$ cat config.mk
export PLATFORM = sky130hd
export DESIGN_NAME = idePioSeq
export DESIGN_NICKNAME = d
export VERILOG_FILES = /design/src/rtl/idePioPkg.sv /design/src/rtl/idePioCtrl.sv /design/src/rtl/idePioDatapath.sv /design/src/rtl/idePioSeq.sv
export SDC_FILE = /design/constraint.sdc
export NUM_CORES = 1
export LEC_CHECK = 0
export BUFFER_PORTS_ARGS = -buffer_cell sky130_fd_sc_hd__clkbuf_2
export CAP_MARGIN = 15
export CORE_ASPECT_RATIO = 1.5
export CORE_UTILIZATION = 40
export CTS_CLUSTER_SIZE = 30
export DETAILED_ROUTE_END_ITERATION = 10
export GPL_ROUTABILITY_DRIVEN = 0
export HOLD_SLACK_MARGIN = 0.02
export PLACE_DENSITY = 0.69
export SETUP_SLACK_MARGIN = 0.3
export SLEW_MARGIN = 30
export SYNTH_ARGS = -nofsm -noshare
export SYNTH_HDL_FRONTEND = slang
export SYNTH_SLANG_ARGS = --single-unit
$ cat constraint.sdc
create_clock -name clk -period 3.45 [get_ports clk]
set_input_delay 1.035 -clock clk [delete_from_list [all_inputs] [get_ports clk]]
set_output_delay 1.035 -clock clk [all_outputs]
set_load 0.005 [all_outputs]
$ cat src/rtl/idePioPkg.sv
package idePioPkg;

  typedef enum logic [2:0] {
    PH_IDLE,
    PH_SETUP,
    PH_STROBE,
    PH_HOLD,
    PH_DONE
  } phaseT;

  // Strobes from the sequencer control to the datapath
  typedef struct packed {
    logic loadReq;   // latch the incoming request
    logic select;    // chip select and address active
    logic strobe;    // read or write strobe active
    logic capture;   // sample read data this edge
    logic finish;    // completion cycle
  } dpCtrlT;

  function automatic int ceilDiv(input int num, input int den);
    return (num + den - 1) / den;
  endfunction

  function automatic int maxOf(input int a, input int b);
    return (a > b) ? a : b;
  endfunction

endpackage

$ cat src/rtl/idePioCtrl.sv
module idePioCtrl
  import idePioPkg::*;
#(
  parameter int SETUP_CYC  = 9,
  parameter int STROBE_CYC = 21,
  parameter int HOLD_CYC   = 3
) (
  input  logic   clk,
  input  logic   rstN,
  input  logic   reqValid,
  input  logic   waitN,
  output logic   reqReady,
  output dpCtrlT ctl
);

  localparam int MAX_CYC = maxOf(maxOf(SETUP_CYC, STROBE_CYC), HOLD_CYC);
  localparam int CNT_W   = $clog2(MAX_CYC + 1);
  localparam logic [CNT_W-1:0] SETUP_LD  = CNT_W'(SETUP_CYC - 1);
  localparam logic [CNT_W-1:0] STROBE_LD = CNT_W'(STROBE_CYC - 1);
  localparam logic [CNT_W-1:0] HOLD_LD   = CNT_W'(HOLD_CYC - 1);

  phaseT            phase;
  logic [CNT_W-1:0] cnt;
  logic             cntZero;

  assign cntZero = (cnt == '0);

  always_ff @(posedge clk) begin
    if (!rstN) begin
      phase <= PH_IDLE;
      cnt   <= '0;
    end else begin
      unique case (phase)
        PH_IDLE: begin
          if (reqValid) begin
            phase <= PH_SETUP;
            cnt   <= SETUP_LD;
          end
        end
        PH_SETUP: begin
          if (cntZero) begin
            phase <= PH_STROBE;
            cnt   <= STROBE_LD;
          end else begin
            cnt <= cnt - 1'b1;
          end
        end
        PH_STROBE: begin
          if (!cntZero) begin
            cnt <= cnt - 1'b1;
          end else if (waitN) begin
            phase <= PH_HOLD;
            cnt   <= HOLD_LD;
          end
        end
        PH_HOLD: begin
          if (cntZero) phase <= PH_DONE;
          else         cnt   <= cnt - 1'b1;
        end
        PH_DONE: phase <= PH_IDLE;
        default: phase <= PH_IDLE;
      endcase
    end
  end

  always_comb begin
    reqReady    = (phase == PH_IDLE);
    ctl.loadReq = (phase == PH_IDLE) && reqValid;
    ctl.select  = (phase == PH_SETUP) || (phase == PH_STROBE) || (phase == PH_HOLD);
    ctl.strobe  = (phase == PH_STROBE);
    ctl.capture = (phase == PH_STROBE) && cntZero && waitN;
    ctl.finish  = (phase == PH_DONE);
  end


  wait_extends_strobe_chk: assert property (@(posedge clk) disable iff (!rstN)
    (phase == PH_STROBE && !waitN) |=> (phase == PH_STROBE));


  busy_after_accept_chk: assert property (@(posedge clk) disable iff (!rstN)
    (reqValid && reqReady) |=> !reqReady);


  hold_follows_strobe_chk: assert property (@(posedge clk) disable iff (!rstN)
    ($past(phase) == PH_STROBE && phase != PH_STROBE) |-> (phase == PH_HOLD));

endmodule

$ cat src/rtl/idePioDatapath.sv
module idePioDatapath
  import idePioPkg::*;
#(
  parameter int DATA_W    = 16,
  parameter int ADDR_W    = 3,
  parameter int CTRL_ADDR = 6
) (
  input  logic              clk,
  input  logic              rstN,
  input  dpCtrlT            ctl,
  input  logic              reqWrite,
  input  logic [ADDR_W:0]   reqSel,
  input  logic              reqWord,
  input  logic [DATA_W-1:0] reqWrData,
  input  logic [DATA_W-1:0] ideDataIn,
  output logic              csTaskN,
  output logic              csCtrlN,
  output logic [ADDR_W-1:0] ideAddr,
  output logic              ideRdN,
  output logic              ideWrN,
  output logic [DATA_W-1:0] ideDataOut,
  output logic              ideDataOe,
  output logic [DATA_W-1:0] rdData,
  output logic              done
);

  localparam int BYTE_W = DATA_W / 2;

  logic              isWr;
  logic              isCtrl;
  logic              isWord;
  logic [ADDR_W-1:0] addrQ;
  logic [DATA_W-1:0] wrDataQ;

  always_ff @(posedge clk) begin
    if (!rstN) begin
      isWr    <= 1'b0;
      isCtrl  <= 1'b0;
      isWord  <= 1'b0;
      addrQ   <= '0;
      wrDataQ <= '0;
      rdData  <= '0;
    end else begin
      if (ctl.loadReq) begin
        isWr    <= reqWrite;
        isCtrl  <= reqSel[ADDR_W];
        isWord  <= reqWord;
        addrQ   <= reqSel[ADDR_W-1:0];
        wrDataQ <= reqWrData;
      end
      if (ctl.capture && !isWr) begin
        rdData <= isWord ? ideDataIn : {{BYTE_W{1'b0}}, ideDataIn[BYTE_W-1:0]};
      end
    end
  end

  always_comb begin
    csTaskN    = !(ctl.select && !isCtrl);
    csCtrlN    = !(ctl.select && isCtrl);
    ideAddr    = isCtrl ? ADDR_W'(CTRL_ADDR) : addrQ;
    ideRdN     = !(ctl.strobe && !isWr);
    ideWrN     = !(ctl.strobe && isWr);
    ideDataOe  = ctl.select && isWr;
    ideDataOut = wrDataQ;
    done       = ctl.finish;
  end


  no_dual_select_chk: assert property (@(posedge clk) disable iff (!rstN)
    (csTaskN || csCtrlN));


  single_strobe_chk: assert property (@(posedge clk) disable iff (!rstN)
    (ideRdN || ideWrN));


  oe_inside_select_chk: assert property (@(posedge clk) disable iff (!rstN)
    ideDataOe |-> (!csTaskN || !csCtrlN));


  done_single_chk: assert property (@(posedge clk) disable iff (!rstN)
    done |=> !done);

endmodule

$ cat src/rtl/idePioSeq.sv
module idePioSeq
  import idePioPkg::*;
#(
  parameter int CLK_PERIOD_NS   = 8,
  parameter int T_ADDR_SETUP_NS = 70,
  parameter int T_CS_SETUP_NS   = 5,
  parameter int T_STROBE_NS     = 165,
  parameter int T_DATA_VALID_NS = 100,
  parameter int T_ADDR_HOLD_NS  = 20,
  parameter int T_CS_HOLD_NS    = 20
) (
  input  logic        clk,
  input  logic        rstN,
  input  logic        reqValid,
  output logic        reqReady,
  input  logic        reqWrite,
  input  logic [3:0]  reqSel,
  input  logic        reqWord,
  input  logic [15:0] reqWrData,
  output logic [15:0] rdData,
  output logic        done,
  output logic        csTaskN,
  output logic        csCtrlN,
  output logic [2:0]  ideAddr,
  output logic        ideRdN,
  output logic        ideWrN,
  input  logic        ideWaitN,
  output logic [15:0] ideDataOut,
  output logic        ideDataOe,
  input  logic [15:0] ideDataIn
);

  localparam int SETUP_CYC  = maxOf(1, ceilDiv(maxOf(T_ADDR_SETUP_NS, T_CS_SETUP_NS), CLK_PERIOD_NS));
  localparam int STROBE_CYC = maxOf(1, ceilDiv(maxOf(T_STROBE_NS, T_DATA_VALID_NS), CLK_PERIOD_NS));
  localparam int HOLD_CYC   = maxOf(1, ceilDiv(maxOf(T_ADDR_HOLD_NS, T_CS_HOLD_NS), CLK_PERIOD_NS));

  dpCtrlT ctl;

  idePioCtrl #(
    .SETUP_CYC (SETUP_CYC),
    .STROBE_CYC(STROBE_CYC),
    .HOLD_CYC  (HOLD_CYC)
  ) uCtrl (
    .clk     (clk),
    .rstN    (rstN),
    .reqValid(reqValid),
    .waitN   (ideWaitN),
    .reqReady(reqReady),
    .ctl     (ctl)
  );

  idePioDatapath #(
    .DATA_W   (16),
    .ADDR_W   (3),
    .CTRL_ADDR(6)
  ) uDp (
    .clk       (clk),
    .rstN      (rstN),
    .ctl       (ctl),
    .reqWrite  (reqWrite),
    .reqSel    (reqSel),
    .reqWord   (reqWord),
    .reqWrData (reqWrData),
    .ideDataIn (ideDataIn),
    .csTaskN   (csTaskN),
    .csCtrlN   (csCtrlN),
    .ideAddr   (ideAddr),
    .ideRdN    (ideRdN),
    .ideWrN    (ideWrN),
    .ideDataOut(ideDataOut),
    .ideDataOe (ideDataOe),
    .rdData    (rdData),
    .done      (done)
  );

endmodule

==> results_dict.tcl, run 1 <==
set metrics [dict create \
    outcome "completed" \
    grt_usage_pct 17.5 \
    die_h_um 86.9 \
    p_sw_mw 0.591 \
    final_nets 355 \
    arrival_ns 1.52 \
    fin_ws_ns 0.890 \
    drt_iter0_markers 66 \
    synth_area_um2 1920 \
    num_io_pins 84 \
    synthFlopType "dfxtp_1" \
    crit_path_end_kind "primary output" \
    first_global_vias 1576 \
    synthesis.nets 277 \
    diodes 0 \
    rows 30 \
    synthTopCellsByArea "dfxtp_1, nand2_1, a21oi_1, mux2i_1, nor2_1" \
    cts_root_buf "clkbuf_8" \
    synth_warnings 0 \
    post_cts_buffers 0 \
    grt_pass1_wl_mm 6.74 \
    setup_tns_ns 0 \
    pwr-share-clk_pct 23.0 \
    numCtsBuffers 5 \
    dieArea_um2 5090 \
    fin_crit_ns 2.56 \
    coreArea_um2 4580 \
    synth_top_area_share_pct 47.9 \
    seq_power_share_pct 42.7 \
    dpl_worst_slack_ns 1.21 \
    drtAntennaViolNets 0 \
    setup_viol_count_final 0 \
    drc 0 \
    hold_class "reg -> reg" \
    p_comb_share_pct 34.4 \
    cts_sinks 46 \
    total_power_mw 1.69 \
    cp-start-kind "register" \
    cts_buffer_depth 2 \
    p_sw_share_pct 34.9 \
    p_int_mw 1.10 \
    syn_avg_cell_area_um2 8.22 \
    drv_cap 0 \
    drive_gt1_share_pct 32.9 \
    cts_repair_resize_count 0 \
    drt_pre_antenna_iters 4 \
    synth_cell_type_count 34 \
    cts-htree-levels 2 \
    port_buffers 83 \
    clk_latency_ns 0.29 \
    place_area_um2 2380 \
    synth_edf_count 0 \
    worstSetupPathType "reg -> out" \
    p_leak_nw 1.19 \
    hold_viol 0 \
    path_max_fanout 12 \
    vias_per_cell 4.80 \
    fin_crit_sh_pct 74.2 \
    overflow 0 \
    syn_to_final_growth_pct 29.5 \
    power.density_nw_per_um2 680 \
    tightest_slew_ns 0.707 \
    synth-seq-cells 46 \
    vdd_drop_max_mv 0.309 \
    vias 1811 \
    drv_slew 0 \
    wl_mm 4.36 \
    synth_area_leader_cell "dfxtp_1" \
    slew_headroom_pct 52.7 \
    initial_core_util_pct 42.0 \
    crit_required_ns 2.41 \
    skew_ns 0.00513 \
    grt_max_degree 39 \
    dp_hpwl_mm 3.22 \
    clkSlewWorstSetupHoldPaths_ns 0.08 \
    wl_per_cell_um 11.6 \
    rsz0062_at_grt "false" \
    fmax_mhz 391 \
    antenna_found_initial 0 \
    dieWidth_um 58.6 \
    seq_area_frac_synth_pct 47.9 \
    tritoncts "yes" \
    syn_inst 234 \
    cts_hold_buf 0 \
    synth-async-reset-ratio_pct 0 \
    stdcell_area_um2 2490 \
]
-- cell usage after synthesis (3+ instances only) --
cell,count
nand2_1,67
inv_1,4
clkbuf_1,11
and2_1,3
or2_2,6
dfxtp_1,46
nor2_1,15
or2_0,4
a21oi_1,31
nand2b_1,3
mux2i_1,9
o21ai_0,4
nor3_1,5
-- area by class of cell --
type / count / area, um^2
timing repair buffer: 85 / 430
multi-input combinational: 170 / 935
inverter: 4 / 15.0
sequential: 46 / 921
clock buffer: 6 / 72.6
clock inverter: 2 / 37.5
fill: 480 / 2090
tap: 64 / 80.1
-- cells in the final DEF (no fill, tap or decap), types with 3 or more instances in the layout --
master     n
o21ai_0    4
nand2_1   67
and2_1     3
nor3_1     5
or2_0      4
clkbuf_8   5
inv_1      4
a21oi_1   31
nand2b_1   3
or2_2      6
dfxtp_1   46
clkbuf_2  83
mux2i_1    9
nor2_1    15
-- cell families (layout without fill, tap and decap cells) --
logic type,Yosys count,in the layout,share of synthesized area (%)
flip-flops,46,46,47.9
buffers and inverters,18,97,3.97
AND/OR/NAND/NOR,117,117,30.1
AO/OA/AOI/OAI,42,42,12.3
multiplexers,9,9,4.68
adder cells (fa/ha/maj),1,1,0.651
XOR/XNOR,1,1,0.456
-- state kept, by name, indices dropped and copies added (netlist names) --
signal          flops
uCtrl.cnt           5
uDp.isWord          1
uDp.isCtrl          1
uDp.addrQ           3
uDp.ideDataOut     16
uCtrl.phase         3
uDp.rdData         16
uDp.isWr            1
-- per-layer routing --
layer,share of wire (%),GRT usage [%],vias up,wire length (um)
li1,-,-,926,-
met1,41,18.8,840,1780
met2,54,32.8,43,2370
met3,4.2,4.01,2,183
met4,0.53,5.84,0,23
met5,0,0,-,0
-- path summary, 6_finish.rpt --
check / to / startpoint / slack [ns] / cells after the start
worst min-delay path: uDp.addrQ[1] / uDp.addrQ[1] / 0.45 / 2
worst max-delay path: ideWrN / uCtrl.phase[1] / 0.89 / 3
worst min register to register: uDp.addrQ[1] / uDp.addrQ[1] / 0.45 / 2
worst max register to register: uDp.rdData[10] / uCtrl.cnt[0] / 1.30 / 6
-- power by group through the flow --
stage               sequential (mW)  combinational (mW)  clock, mW
CTS                           0.724               0.591      0.406
global route                  0.738               0.659      0.423
finish                        0.723               0.583      0.389
global placement              0.735               0.578          0
detailed placement            0.737               0.589          0
floorplan                     0.693               0.442          0
-- per-stage QoR --
stage / utilization (%) / hold slack, ns / std cells
global route: 54.4 / 0.473 / 377
global placement: 52.0 / 0.437 / 369
floorplan: - / 0.431 / 234
CTS: 54.4 / 0.456 / 377
detailed placement: 52.0 / 0.444 / 369
finish: 54.4 / 0.454 / 377
-- worst max-delay path, cell delays in order, from the launching register on --
cell	delay, ns
dfxtp_1	0.59
nor3b_2	0.44
nand2_1	0.09
clkbuf_2	0.12
No activity file was read; power rests on OpenSTA's default activity.
==> run 2, diff against run 1 <==
--- a/config.mk
+++ b/config.mk
@@ -5,6 +5,7 @@
 export SDC_FILE = /design/constraint.sdc
 export NUM_CORES = 1
 export LEC_CHECK = 0
+export ABC_AREA = 1
 export BUFFER_PORTS_ARGS = -buffer_cell sky130_fd_sc_hd__clkbuf_2
 export CAP_MARGIN = 15
 export CORE_ASPECT_RATIO = 1.5
@@ -13,7 +14,7 @@
 export DETAILED_ROUTE_END_ITERATION = 10
 export GPL_ROUTABILITY_DRIVEN = 0
 export HOLD_SLACK_MARGIN = 0.02
-export PLACE_DENSITY = 0.69
+export PLACE_DENSITY = 0.71
 export SETUP_SLACK_MARGIN = 0.3
 export SLEW_MARGIN = 30
 export SYNTH_ARGS = -nofsm -noshare
==> constraint.sdc (replaced) <==
create_clock -name clk -period 2.3 [get_ports clk]
set_input_delay 0.69 -clock clk [delete_from_list [all_inputs] [get_ports clk]]
set_output_delay 0.69 -clock clk [all_outputs]
set_load 0.005 [all_outputs]
==> results_dict.tcl, run 2 <==
set metrics [dict create \
    dp.cells 430 \
    tightest_slew_ns 0.443 \
    fin_crit_sh_pct 81.5 \
    setup_viol_count_final 0 \
    hold_viol 0 \
    first_global_vias 1838 \
    worstSetupPathType "reg -> out" \
    cts_buffer_depth 2 \
    syn_to_final_growth_pct 25.7 \
    synth_edf_count 0 \
    seq_area_frac_synth_pct 45.1 \
    num_io_pins 84 \
    synth_warnings 0 \
    tritoncts "yes" \
    layout_commonest_cell "clkbuf_2" \
    cp-start-kind "register" \
    rows 31 \
    arrival_ns 1.19 \
    synthesis.nets 333 \
    skew_ns 0.00449 \
    dieArea_um2 5400 \
    drv_slew 0 \
    fin_cells 437 \
    cts_sinks 46 \
    synth.most_common_cell "nand2_1" \
    dieWidth_um 60.3 \
    grt_max_degree 28 \
    path_max_fanout 7 \
    slew_headroom_pct 70.4 \
    synth-seq-cells 46 \
    antenna_found_initial 0 \
    numCtsBuffers 5 \
    total_power_mw 2.70 \
    vdd_drop_max_mv 0.562 \
    dp_hpwl_mm 3.50 \
    final_nets 414 \
    coreArea_um2 4850 \
    drv_cap 0 \
    synth_area_um2 2040 \
    clkSlewWorstSetupHoldPaths_ns 0.08 \
    wl_per_cell_um 10.5 \
    synth_common_cells "nand2_1, dfxtp_1, nor2_1" \
    vias 2073 \
    overflow 0 \
    hold_class "reg -> reg" \
    diodes 0 \
    layout_common_cells "clkbuf_2, nand2_1, nor2_1" \
    vias_per_cell 4.74 \
    power.density_nw_per_um2 1050 \
    drtAntennaViolNets 0 \
    drc 0 \
    syn_avg_cell_area_um2 7.04 \
    grt_pass1_wl_mm 7.46 \
    rsz0062_at_grt "false" \
    die_h_um 89.5 \
    whs_ns 0.459 \
    port_buffers 83 \
    drt_iter0_markers 118 \
    synth_cell_type_count 23 \
    wl_mm 4.59 \
    clk_latency_ns 0.29 \
    syn_inst 290 \
    place_area_um2 2480 \
    synthTopCellsByArea "dfxtp_1, nand2_1, nor2_1, a21oi_1, nand3_1" \
    synthFlopType "dfxtp_1" \
    cts-htree-levels 2 \
    cts_root_buf "clkbuf_8" \
    synth_top_area_share_pct 45.1 \
    synth_area_leader_cell "dfxtp_1" \
    synth-async-reset-ratio_pct 0 \
    crit_path_end_kind "primary output" \
    crit_required_ns 1.61 \
    initial_core_util_pct 42.1 \
    p_leak_nw 1.26 \
    fmax_mhz 533 \
    outcome "completed" \
    drive_gt1_share_pct 29.6 \
    cts_hold_buf 0 \
    fin_crit_ns 1.88 \
    grt_usage_pct 18.1 \
    drt_pre_antenna_iters 6 \
    stdcell_area_um2 2570 \
    setup_tns_ns 0 \
]
-- run 2: final timing paths --
path,cells past startpoint,from,to,slack [ns]
hold / removal,2,uDp.addrQ[0],uDp.addrQ[0],0.46
setup / recovery,5,uCtrl.phase[0],ideRdN,0.42
setup reg to reg,7,uCtrl.cnt[0],uDp.rdData[5],0.71
hold reg to reg,2,uDp.addrQ[0],uDp.addrQ[0],0.46
-- run 2: layout make-up --
class	count	area [um^2]
fill	505	2280
tap	66	82.6
clock inverter	1	7.51
multi-input combinational	207	942
sequential	46	925
timing repair buffer	87	445
clock buffer	6	72.6
inverter	24	92.6
-- run 2: routing by layer --
metal  global-route usage (%)  vias up  routed length, um
li1                         -     1077                  -
met1                     18.4      922               1880
met2                     34.4       67               2320
met3                     4.34        7                293
met4                     7.19        0                 88
met5                        0        -                  0
-- run 2: cells by family after synthesis --
| kind of cell | count (synthesis) | synth area share, % |
|---|---|---|
| buffers and inverters | 37 | 8.76 |
| AND/OR/NAND/NOR | 163 | 35.0 |
| AO/OA/AOI/OAI | 43 | 10.5 |
| adder cells (fa/ha/maj) | 1 | 0.613 |
| flip-flops | 46 | 45.1 |
-- run 2: stage by stage --
| step | setup slack (ns) | util (%) |
|---|---|---|
| 3_5_place_dp | 0.637 | 51.2 |
| 6_report | 0.425 | 53.0 |
| 4_1_cts | 0.335 | 52.9 |
| 2_1_floorplan | 0.690 | - |
| 3_3_place_gp | 0.657 | 51.2 |
| 5_1_grt | 0.320 | 53.0 |
-- run 2: power breakdown --
| part | switching [mW] | total (mW) | internal, mW |
|---|---|---|---|
| registers | 0.122 | 1.09 | 0.967 |
| clock network | 0.260 | 0.468 | 0.209 |
| logic | 0.702 | 1.14 | 0.443 |
| total | 1.08 | 2.70 | 1.62 |
-- run 2: worst max-delay path, cell delays in order (launching register included) --
cell and delay (ns):
dfxtp_2 0.37, nor2_4 0.15, nand2_2 0.10, nor2_4 0.12
inv_1 0.05, clkbuf_2 0.11
-- run 2: repair_timing --
action | in CTS | in global routing
endpoints found under the setup margin | 1 | 5
hold endpoints to repair | 0 | 0
buffers inserted | 0 | 0
gates resized for setup | 1 | 3
==> run 3, diff against run 2 <==
--- a/config.mk
+++ b/config.mk
@@ -5,7 +5,7 @@
 export SDC_FILE = /design/constraint.sdc
 export NUM_CORES = 1
 export LEC_CHECK = 0
-export ABC_AREA = 1
+export ABC_AREA = 0
 export BUFFER_PORTS_ARGS = -buffer_cell sky130_fd_sc_hd__clkbuf_2
 export CAP_MARGIN = 15
 export CORE_ASPECT_RATIO = 1.5
@@ -14,7 +14,7 @@
 export DETAILED_ROUTE_END_ITERATION = 10
 export GPL_ROUTABILITY_DRIVEN = 0
 export HOLD_SLACK_MARGIN = 0.02
-export PLACE_DENSITY = 0.71
+export PLACE_DENSITY = 0.69
 export SETUP_SLACK_MARGIN = 0.3
 export SLEW_MARGIN = 30
 export SYNTH_ARGS = -nofsm -noshare
==> constraint.sdc (replaced) <==
create_clock -name clk -period 1.8 [get_ports clk]
set_input_delay 0.54 -clock clk [delete_from_list [all_inputs] [get_ports clk]]
set_output_delay 0.54 -clock clk [all_outputs]
set_load 0.005 [all_outputs]
==> results_dict.tcl, run 3 (synthesis results as in run 1) <==
set metrics [dict create \
    outcome "completed" \
    drt_iter0_markers 57 \
    arrival_ns 1.21 \
    fin_util_pct 63.5 \
    wl_mm 5.15 \
    min_from "reqSel[1]" \
    drv_slew 0 \
    cts_buffer_depth 2 \
    reg2reg_slack_ns 0.14 \
    clk_latency_ns 0.30 \
    crit_required_ns 1.26 \
    met1_usage_pct 21.8 \
    die_h_um 86.9 \
    drc 0 \
    hold_class "in -> reg" \
    grt_usage_pct 20.7 \
    crit_start "uCtrl.phase[2]" \
    drtAntennaViolNets 0 \
    critPathMaxStageDelay_ns 0.35 \
    fillers 440 \
    rr_worst_depth 9 \
    grt_pass1_wl_mm 8.02 \
    busiest_layer "met2" \
    dieWidth_um 58.6 \
    tightest_slew_ns 0.433 \
    diodes 0 \
    layout_commonest_cell "clkbuf_2" \
    final_nets 384 \
    timing.rr.start "uCtrl.cnt[0]" \
    dieArea_um2 5090 \
    fin_crit_sh_pct 97.4 \
    cts-htree-levels 2 \
    hold_depth 3 \
    first_global_vias 1818 \
    fmax_mhz 570 \
    wl_per_cell_um 12.7 \
    drv_cap 0 \
    cts_root_buf "clkbuf_8" \
    skew_ns 0.00965 \
    rows 30 \
    power.density_nw_per_um2 1360 \
    drt_pre_antenna_iters 4 \
    dp_hpwl_mm 3.33 \
    initial_core_util_pct 42.0 \
    worstSetupPathType "reg -> out" \
    antenna_found_initial 0 \
    slowest_stage "dfxtp_2" \
    total_power_mw 3.95 \
    layout_common_cells "clkbuf_2, nand2_1, dfxtp_1" \
    drive_gt1_share_pct 47.4 \
    tritoncts "yes" \
    cts_sinks 46 \
    r2r-end "uCtrl.cnt[3]" \
    path_max_fanout 5 \
    vdd_drop_max_mv 0.695 \
    vias 1968 \
    num_io_pins 84 \
    rsz0062_at_grt "true" \
    overflow 0 \
    grt_max_degree 39 \
    holdPathEnd "uDp.addrQ[1]" \
    port_buffers 83 \
    whs_ns 0.447 \
    fin_crit_ns 1.75 \
    grtUsageMet3_pct 4.31 \
    cp-start-kind "register" \
    slew_headroom_pct 71.1 \
    met2_usage_pct 39.9 \
    clkSlewWorstSetupHoldPaths_ns 0.09 \
    crit_path_end_kind "primary output" \
    vias_per_cell 4.85 \
    syn_to_final_growth_pct 51.1 \
    hold_viol 0 \
    path_cells "buf_6 -> or3_1 -> clkbuf_2" \
    setup_viol_count_final 0 \
    p_leak_nw 1.39 \
    coreArea_um2 4580 \
    numCtsBuffers 5 \
]
[run 3: worst max-delay path, delay by kind of cell, from the launching register on]
kind / cells / cell delay, ns
buffers and inverters: 2 / 0.24
DFF: 1 / 0.35
and+or+nand+nor: 1 / 0.33
[run 3: worst max path at each step]
stage	endpoint	slack, ns
5_1_grt	ideDataOe	-0.01
3_3_place_gp	uDp.rdData[11]	0.07
6_report	csTaskN	0.05
3_5_place_dp	uDp.rdData[11]	-0.01
2_1_floorplan	uDp.rdData[11]	0.20
4_1_cts	csTaskN	0.04
[run 3: routing by layer]
metal	wire, um	share of wire [%]
met5	0	0
met4	75	1.5
met3	221	4.3
met2	2840	55
met1	2010	39
[run 3: cell type report]
cell class	count	area, um^2	share of cell area (%)
Tap cell	64	80.1	2.76
Clock inverter	3	18.8	0.646
Clock buffer	5	68.8	2.37
Timing Repair Buffer	113	721	24.8
Inverter	4	15.0	0.517
Sequential cell	46	933	32.1
Multi-Input combinational cell	171	1070	36.8
[run 3: report_power, final]
| group | total, mW | switching (mW) | internal (mW) | leakage (nW) |
|---|---|---|---|---|
| clock network | 0.626 | 0.352 | 0.274 | 0.0483 |
| registers | 1.37 | 0.163 | 1.21 | 0.379 |
| logic | 1.95 | 0.912 | 1.04 | 0.960 |
[run 3: stage by stage]
stage	setup slack (ns)	cells	setup TNS (ns)	area [um^2]
after floorplan	0.199	234	0	1940
after global placement	0.0733	378	0	2480
after detailed placement	-0.0148	378	-0.0219	2480
after CTS	0.0365	403	0	2830
after global routing	-0.00951	406	-0.0174	2910
final	0.0471	406	0	2910
[run 3: repair_timing]
item,in CTS,in global routing
endpoints found under the hold margin,0,0
setup endpoints to repair,30,55
gates resized for setup,37,19
gates cloned,2,1
hold buffers,0,0
buffers inserted,15,2
pin swaps,18,5
